--- config.mk ---
export PLATFORM = sky130hd
export DESIGN_NAME = mon_hs_top
export DESIGN_NICKNAME = d
export VERILOG_FILES = /design/src/rtl/mon_hs_pkg.sv /design/src/rtl/mon_idle_det.sv /design/src/rtl/mon_rx.sv /design/src/rtl/mon_tx.sv /design/src/rtl/mon_hs_top.sv
export SDC_FILE = /design/constraint.sdc
export NUM_CORES = 1
export LEC_CHECK = 0
export ABC_AREA = 1
export BUFFER_PORTS_ARGS = -buffer_cell sky130_fd_sc_hd__buf_2
export CORE_UTILIZATION = 35
export DETAILED_ROUTE_END_ITERATION = 10
export SLEW_MARGIN = 20
export SYNTH_ARGS = -nofsm -noshare
export SYNTH_HDL_FRONTEND = slang
export SYNTH_HIERARCHICAL = 1
export SYNTH_SLANG_ARGS = --single-unit
--- constraint.sdc ---
create_clock -name clk -period 1.9 [get_ports clk]
set_input_delay 0.19 -clock clk [delete_from_list [all_inputs] [get_ports clk]]
set_output_delay 0.19 -clock clk [all_outputs]
set_load 0.1 [all_outputs]
--- src/rtl/mon_hs_pkg.sv ---
package mon_hs_pkg;
    parameter int MON_W = 8;

    typedef logic [MON_W-1:0] mon_byte_t;

    localparam mon_byte_t MON_QUIET_BYTE = '1;

    // Incoming fields the receiver uses in one frame
    typedef struct packed {
        mon_byte_t data;
        logic      mx_n;
    } rx_frame_t;

    typedef enum logic {TX_IDLE, TX_SEND} tx_state_t;

    function automatic logic hs_active(input logic flag_n);
        return !flag_n;
    endfunction
endpackage

--- src/rtl/mon_idle_det.sv ---
module mon_idle_det #(
    parameter int FRAMES = 2
) (
    input  logic clk,
    input  logic rst,
    input  logic tick,
    input  logic quiet,
    output logic idle_o,
    output logic reached_o
);
    localparam int CW = $clog2(FRAMES + 1);
    localparam logic [CW-1:0] CNT_TOP = CW'(FRAMES);
    localparam logic [CW-1:0] CNT_PRE = CW'(FRAMES - 1);

    logic [CW-1:0] cnt;

    always_ff @(posedge clk) begin
        if (rst) begin
            cnt       <= '0;
            reached_o <= 1'b0;
        end else begin
            reached_o <= 1'b0;
            if (tick) begin
                if (!quiet) begin
                    cnt <= '0;
                end else if (cnt != CNT_TOP) begin
                    cnt <= cnt + 1'b1;
                    if (cnt == CNT_PRE) reached_o <= 1'b1;
                end
            end
        end
    end

    assign idle_o = (cnt == CNT_TOP);

    assert_reach_is_idle_R8: assert property (@(posedge clk) disable iff (rst)
        reached_o |-> idle_o);
endmodule

--- src/rtl/mon_rx.sv ---
module mon_rx #(
    parameter int IDLE_FRAMES = 2
) (
    input  logic                   clk,
    input  logic                   rst,
    input  logic                   tick,
    input  mon_hs_pkg::rx_frame_t  dn,
    output logic                   mr_n_o,
    output logic                   rcv_valid_o,
    output mon_hs_pkg::mon_byte_t  rcv_byte_o,
    output logic                   rcv_eom_o,
    output logic                   link_idle_o
);
    import mon_hs_pkg::*;

    mon_byte_t prev_data;
    logic      prev_mx;
    logic      held;
    logic      msg_open;
    logic      mx_now;
    logic      confirm;
    logic      quiet;
    logic      reached;

    assign mx_now  = hs_active(dn.mx_n);
    assign confirm = mx_now && prev_mx && (dn.data == prev_data);
    assign quiet   = !mx_now && !held;

    always_ff @(posedge clk) begin
        if (rst) begin
            prev_data   <= MON_QUIET_BYTE;
            prev_mx     <= 1'b0;
            held        <= 1'b0;
            rcv_byte_o  <= MON_QUIET_BYTE;
            rcv_valid_o <= 1'b0;
            msg_open    <= 1'b0;
        end else begin
            rcv_valid_o <= 1'b0;
            if (rcv_eom_o) msg_open <= 1'b0;
            if (tick) begin
                prev_data <= dn.data;
                prev_mx   <= mx_now;
                if (held) begin
                    if (!mx_now || dn.data != rcv_byte_o) held <= 1'b0;
                end else if (confirm) begin
                    held        <= 1'b1;
                    rcv_byte_o  <= dn.data;
                    rcv_valid_o <= 1'b1;
                    msg_open    <= 1'b1;
                end
            end
        end
    end

    mon_idle_det #(.FRAMES(IDLE_FRAMES)) idle_i (
        .clk       (clk),
        .rst       (rst),
        .tick      (tick),
        .quiet     (quiet),
        .idle_o    (link_idle_o),
        .reached_o (reached)
    );

    assign mr_n_o    = !held;
    assign rcv_eom_o = reached && msg_open;

    assert_mr_fall_on_tick_R2: assert property (@(posedge clk) disable iff (rst)
        $fell(mr_n_o) |-> $past(tick));
    assert_mr_rise_on_tick_R7: assert property (@(posedge clk) disable iff (rst)
        $rose(mr_n_o) |-> $past(tick));
    assert_accept_acks_R6: assert property (@(posedge clk) disable iff (rst)
        rcv_valid_o |-> !mr_n_o);
    assert_eom_when_idle_R9: assert property (@(posedge clk) disable iff (rst)
        rcv_eom_o |-> link_idle_o);
endmodule

--- src/rtl/mon_tx.sv ---
module mon_tx #(
    parameter int IDLE_FRAMES = 2
) (
    input  logic                  clk,
    input  logic                  rst,
    input  logic                  tick,
    input  logic                  far_mr_n,
    input  logic                  snd_valid,
    input  mon_hs_pkg::mon_byte_t snd_byte,
    output logic                  mx_n_o,
    output mon_hs_pkg::mon_byte_t byte_o,
    output logic                  take_o
);
    import mon_hs_pkg::*;

    tx_state_t state;
    logic      seen_release;
    logic      start_ok;
    logic      hold_reached;
    logic      ack;
    logic      quiet;

    assign quiet = (state == TX_IDLE) && !hs_active(far_mr_n);
    assign ack   = hs_active(far_mr_n) && seen_release;

    mon_idle_det #(.FRAMES(IDLE_FRAMES)) hold_i (
        .clk       (clk),
        .rst       (rst),
        .tick      (tick),
        .quiet     (quiet),
        .idle_o    (start_ok),
        .reached_o (hold_reached)
    );

    always_ff @(posedge clk) begin
        if (rst) begin
            state        <= TX_IDLE;
            byte_o       <= MON_QUIET_BYTE;
            seen_release <= 1'b0;
            take_o       <= 1'b0;
        end else begin
            take_o <= 1'b0;
            if (tick) begin
                unique case (state)
                    TX_IDLE: begin
                        if (snd_valid && start_ok) begin
                            state        <= TX_SEND;
                            byte_o       <= snd_byte;
                            seen_release <= 1'b0;
                            take_o       <= 1'b1;
                        end
                    end
                    TX_SEND: begin
                        if (ack) begin
                            seen_release <= 1'b0;
                            if (snd_valid) begin
                                byte_o <= snd_byte;
                                take_o <= 1'b1;
                            end else begin
                                state  <= TX_IDLE;
                                byte_o <= MON_QUIET_BYTE;
                            end
                        end else if (!hs_active(far_mr_n)) begin
                            seen_release <= 1'b1;
                        end
                    end
                    default: state <= TX_IDLE;
                endcase
            end
        end
    end

    assign mx_n_o = (state != TX_SEND);

    assert_take_with_mx_R3: assert property (@(posedge clk) disable iff (rst)
        take_o |-> !mx_n_o);
    assert_start_after_quiet_R3: assert property (@(posedge clk) disable iff (rst)
        $fell(mx_n_o) |-> $past(start_ok));
    assert_hold_window_idle_R3: assert property (@(posedge clk) disable iff (rst)
        hold_reached |-> mx_n_o);
    assert_byte_held_R4: assert property (@(posedge clk) disable iff (rst)
        (!mx_n_o && !$past(tick)) |-> $stable(byte_o));
endmodule

--- src/rtl/mon_hs_top.sv ---
module mon_hs_top #(
    parameter int IDLE_FRAMES = 2
) (
    input  logic       clk,
    input  logic       rst,
    input  logic       frame_tick,
    input  logic [7:0] dn_byte,
    input  logic       dn_mx_n,
    input  logic       dn_mr_n,
    output logic [7:0] up_byte,
    output logic       up_mx_n,
    output logic       up_mr_n,
    input  logic       snd_valid,
    input  logic [7:0] snd_byte,
    output logic       snd_take,
    output logic       rcv_valid,
    output logic [7:0] rcv_byte,
    output logic       rcv_eom,
    output logic       link_idle
);
    import mon_hs_pkg::*;

    rx_frame_t dn_frame;

    assign dn_frame.data = dn_byte;
    assign dn_frame.mx_n = dn_mx_n;

    mon_rx #(.IDLE_FRAMES(IDLE_FRAMES)) rx_i (
        .clk         (clk),
        .rst         (rst),
        .tick        (frame_tick),
        .dn          (dn_frame),
        .mr_n_o      (up_mr_n),
        .rcv_valid_o (rcv_valid),
        .rcv_byte_o  (rcv_byte),
        .rcv_eom_o   (rcv_eom),
        .link_idle_o (link_idle)
    );

    mon_tx #(.IDLE_FRAMES(IDLE_FRAMES)) tx_i (
        .clk       (clk),
        .rst       (rst),
        .tick      (frame_tick),
        .far_mr_n  (dn_mr_n),
        .snd_valid (snd_valid),
        .snd_byte  (snd_byte),
        .mx_n_o    (up_mx_n),
        .byte_o    (up_byte),
        .take_o    (snd_take)
    );
endmodule

Word level (Yosys, flattened, before mapping). Cells that the tools add are included.

Bits of input ports: 22. Logic and storage cells: 77. Register bits: 36. Output and inout port bits: 22.

Reduce and logical (&&, ||, !) cells: 19. Add/subtract/negate cells: 2. Equality and inequality tests: 12. Muxes and demuxes: 26. Bitwise logic cells: 5.

Operators with widths (number): $mux 8 (3); $pmux 8 s2 (1); $mux 1 (15); $reduce_and 3->1 (3); $eq 8x8->1 (1); $mux 2 (4); $ne 8x8->1 (1); $logic_and 1x1->1 (7); $ne 2x1->1 const B (3); $ne 2x2->1 const B (3); $pmux 1 s2 (3); $not 1->1 (5); $add 2x1->2 const B (2); $eq 2x2->1 const B (2); $reduce_and 2->1 (2); $reduce_or 4->1 (1); $logic_not 1->1 (3); $ne 3x3->1 const B (1); $reduce_or 3->1 (1); $eq 2x1->1 const B (1); $reduce_or 2->1 (1); $logic_or 1x1->1 (1).

Longest topological paths before layout.
Depth after elaboration: 6. Mapped depth: 10. Mapped depth without buffers: 10.

Hierarchy. The synthesis kept the hierarchy.

By module, submodules not included: mon_rx (area an instance 1043.5 µm², seq. area each 400.4 µm², times used 1, cells each 152); mon_tx (area an instance 521.8 µm², seq. area each 220.2 µm², times used 1, cells each 77); mon_idle_det (area an instance 150.1 µm², seq. area each 60.1 µm², times used 2, cells each 20).

Worst setup path after synthesis. No wires, ideal clock.

Path kind: register to register. Start point: register rx_i.idle_i.cnt[0]. End point: register rx_i.idle_i.cnt[0]. Arrival time: 1525 ps. Period minus slack after synthesis: 1642 ps. Cell stages (with the launch flop): 6. Setup time: 118 ps. Path slack: 258 ps. Data required time: 1782 ps. Buffers on the path: 0. Path through: dfxtp_1 -> inv_1 -> ha_1 -> inv_1 -> nand4_1 -> a21oi_1.

Word-level cells in the longest chain between the ends: 3. Elaborated cells between the ends (all ways): 6. Those cells by class: add/sub: 1; eq/ne: 2; mux: 2; reduce/logical: 1.

RTL lines: start: declaration (RTL line mon_idle_det.sv:15) `logic [CW-1:0] cnt;`; start signal: assignment (RTL line mon_idle_det.sv:27) `cnt <= cnt + 1'b1;`; $add 2x1->2 / $ne 2x2->1 (equally long branches) (RTL line mon_idle_det.sv:27, mon_idle_det.sv:26); $mux 2 / $ne 2x1->1 (equally long branches); $mux 2 / $reduce_and 2->1 (equally long branches).

Parallel ways exist; a longest one is shown, timed or not. The select of a mux whose other input is x is not followed. A chain may end at the register's enable or synchronous reset.

Worst setup path in the final report.
Start point: register rx_i.idle_i.cnt[0]. End point: output port link_idle.

Word-level cells in the longest chain between the ends: 1.

RTL lines: $eq 2x2->1 (RTL line mon_idle_det.sv:34) `assign idle_o = (cnt == CNT_TOP);`; end: declaration (RTL line mon_hs_top.sv:19) `output logic link_idle`.

Every way passes these cells.

==> flow_results.org <==
** Status
- Result of the run :: complete, no violations

** Die
- Std-Cell Core Area :: approximately 0.0048 mm2
- The initial utilization of the core area, before any placement, comes to 0.375.
- The die covers between 0.005 and 0.006 mm2.
- Std cell rows :: 25
- Ports placed on the boundary :: 44
- In this run the vertical extent of the chip is 74.0 um.
- Horizontal die dimension :: 74.0 um

** Clock tree
- In this run the clock root is driven by a clkbuf_8.
- Clock slew at the register clock pins of the worst setup and hold paths :: approximately 0.070 ns
- TritonCTS Buffers :: 5
- Hold buffers post-CTS :: 0
- Total number of clock tree sinks :: 36
- CTS built an H-tree with a depth of 2.
- TritonCTS built the clock tree.
- Post CTS Setup Buffer Count :: 0
- Once the clock tree was built, the resizer swapped 0 gates to a different size.
- At the later pin of the worst-skew pair, clock insertion delay measures approximately 0.29 ns.
- Max Buffers Root-to-Sink :: 2

** Global routing
- The total overflow left after global routing is 0.
- In the global route stage, overall resource usage came out at 0.158.
- The first global-routing pass estimated 6640 um of wire.
- Number of global-route vias before repair :: ~1500
- Entering global routing, the biggest net connects 19 pins.
- Initial antenna violation count :: 0

** Critical path
- The critical path goes through inv_1 -> ha_1 -> buf_2.
- Critical Path Fanout Max :: 3
- The critical path is of the flip-flop to output port type.
- Setup crit end kind :: output port
- Worst EP arrival :: ~1.3 ns
- Slowest stage delay, CP :: roughly 0.43 ns
- Critical path launch point type :: flip-flop
- Required time of the worst setup path :: 1.71 ns
- For this design, the slowest cell found on the critical path is buf_2.

** Power
- Dividing total power by cell area gives a power density of around 770 mW/mm2.
- Leakage power figure :: between 1 and 1.5 nW
- Peak supply drop :: roughly 0.35 mV

** STA
- Fin. max-slew vios :: 0
- Final setup violation count :: 0
- In this run the tightest slew margin relative to its limit is 0.670.
- Final clock period utilization by the worst path :: 0.792
- Max frequency :: approximately 660 MHz
- Once routing completed, OpenROAD measured the worst setup slack at 0.395 ns.
- Setup repair after global routing left no endpoint under its margin.
- Hold slack final :: between 0.15 and 0.2 ns
- Setup_tns :: 0 ns
- Final number of hold-violating endpoints :: 0
- Counting I/O delays and the setup requirement, the final critical path takes around 1.5 ns.
- Transition time at the pin with the least slew margin :: roughly 0.5 ns
- Skew final :: 0.00538 ns

** Placed design
- Buffers placed on the I/O ports in this run total 43.
- RePlAce Congestion :: between 0.7 and 0.8
- Before CTS, the worst setup slack after placement is roughly 0.49 ns.
- In this run, placement finished with an instance count of roughly 370.
- The placed instances occupy a cell area of 0.00211 mm2.
- Placed wire-length estimate after detailed placement :: a little over 3000 um

** Layout
- The finished layout holds 379 standard cells, fillers aside.
- The library cell used most frequently in the layout, excluding fill and tap cells, is nand2_1.
- Of the cells placed in the final design, the portion with a size suffix greater than 1 is 0.208.
- 0 antenna diodes ended up in the layout.
- Net total in the final layout :: between 300 and 400
- Layout filler cell count :: about 530
- After routing the design area is between 0.002 and 0.0025 mm2.
- Leaving out fill and tap cells, the most frequent cells in the layout are nand2_1 (77), buf_2 (43), inv_1 (40), nand3_1 (40), dfxtp_1 (36).
- The area growth from synthesis to layout is 23.0%.

** Drt
- Number of iterations in the first detailed-routing pass :: 4
- The detail route stage leaves a number of antenna-violating nets equal to 0.
- DRC marker count from the first detailed-route iteration :: between 40 and 50
- Count of vias placed by the detailed router :: about 1700
- In the final routed layout, each cell accounts on average for approximately 11 um.
- After detailed routing, the number of remaining DRC violations is 0.
- Final wirelength :: 4000 um
- Vias per inst :: roughly 4.5

** Logic synthesis
- The average instance in the mapped netlist occupies 6.91 um2.
- Number of instances in the synthesized netlist :: approximately 260
- For this run, the number of Yosys warnings is 6.
- When the netlist entered floorplanning its net count stood at approximately 290.
- Area of the mapped netlist :: 0.00182 mm2

** Flow run
- Max-cap violations :: 0

** Worst hold path
- The path class of the tightest hold or removal check is input port to flip-flop.
[per-layer routing]
metal	track usage	part of all wire	vias up
li1	-	-	936
met1	0.199	0.49	727
met2	0.254	0.44	40
met3	0.0515	0.051	5
met4	0.0577	0.013	0
met5	0	0	-
[registers in the layout (all words and copies together), names as in the netlist]
signal / count
rx_i/held: 1
tx_i/state: 1
rx_i/idle_i/reached_o: 1
rx_i/rcv_byte_o: 8
rx_i/idle_i/cnt: 2
tx_i/take_o: 1
rx_i/rcv_valid_o: 1
tx_i/hold_i/cnt: 2
tx_i/byte_o: 8
rx_i/msg_open: 1
rx_i/prev_data: 8
rx_i/prev_mx: 1
tx_i/seen_release: 1
[power breakdown]
group	leakage (nW)	switching, mW	internal (mW)	total [mW]
Combinational	0.834	0.131	0.0649	0.196
Clock	0.0645	0.279	0.463	0.742
Sequential	0.294	0.0114	0.774	0.785
[path summary, 6_finish.rpt]
| check | from | to | slack [ns] | depth (start not counted) |
|---|---|---|---|---|
| hold reg to reg | tx_i/byte_o[3] | tx_i/byte_o[3] | 0.46 | 2 |
| setup / recovery | rx_i/idle_i/cnt[0] | link_idle | 0.39 | 3 |
| hold / removal | snd_valid | tx_i/take_o | 0.17 | 3 |
| setup reg to reg | rx_i/prev_data[3] | rx_i/rcv_byte_o[6] | 0.54 | 6 |
[cell type report]
type	instances	area, um2	area share
multi-input combinational	181	923	0.413
sequential	36	721	0.323
timing repair buffer	43	215	0.0963
inverter	44	165	0.0739
clock buffer	7	96.3	0.0431
tap	67	83.8	0.0375
clock inverter	1	30.0	0.0134
[worst max-delay path, delay by kind of cell, from the launching register on]
kind,cells,cell delay (ns)
buf+inv,2,0.51
flops,1,0.33
fa+ha+maj,1,0.19
[through the flow]
stage | total power, mW | util
2_1_floorplan | 0.932 | -
3_3_place_gp | 0.998 | 0.435
3_5_place_dp | 0.999 | 0.435
4_1_cts | 1.75 | 0.461
5_1_grt | 1.80 | 0.461
6_report | 1.72 | 0.461
(Power assumes the default switching activity.)
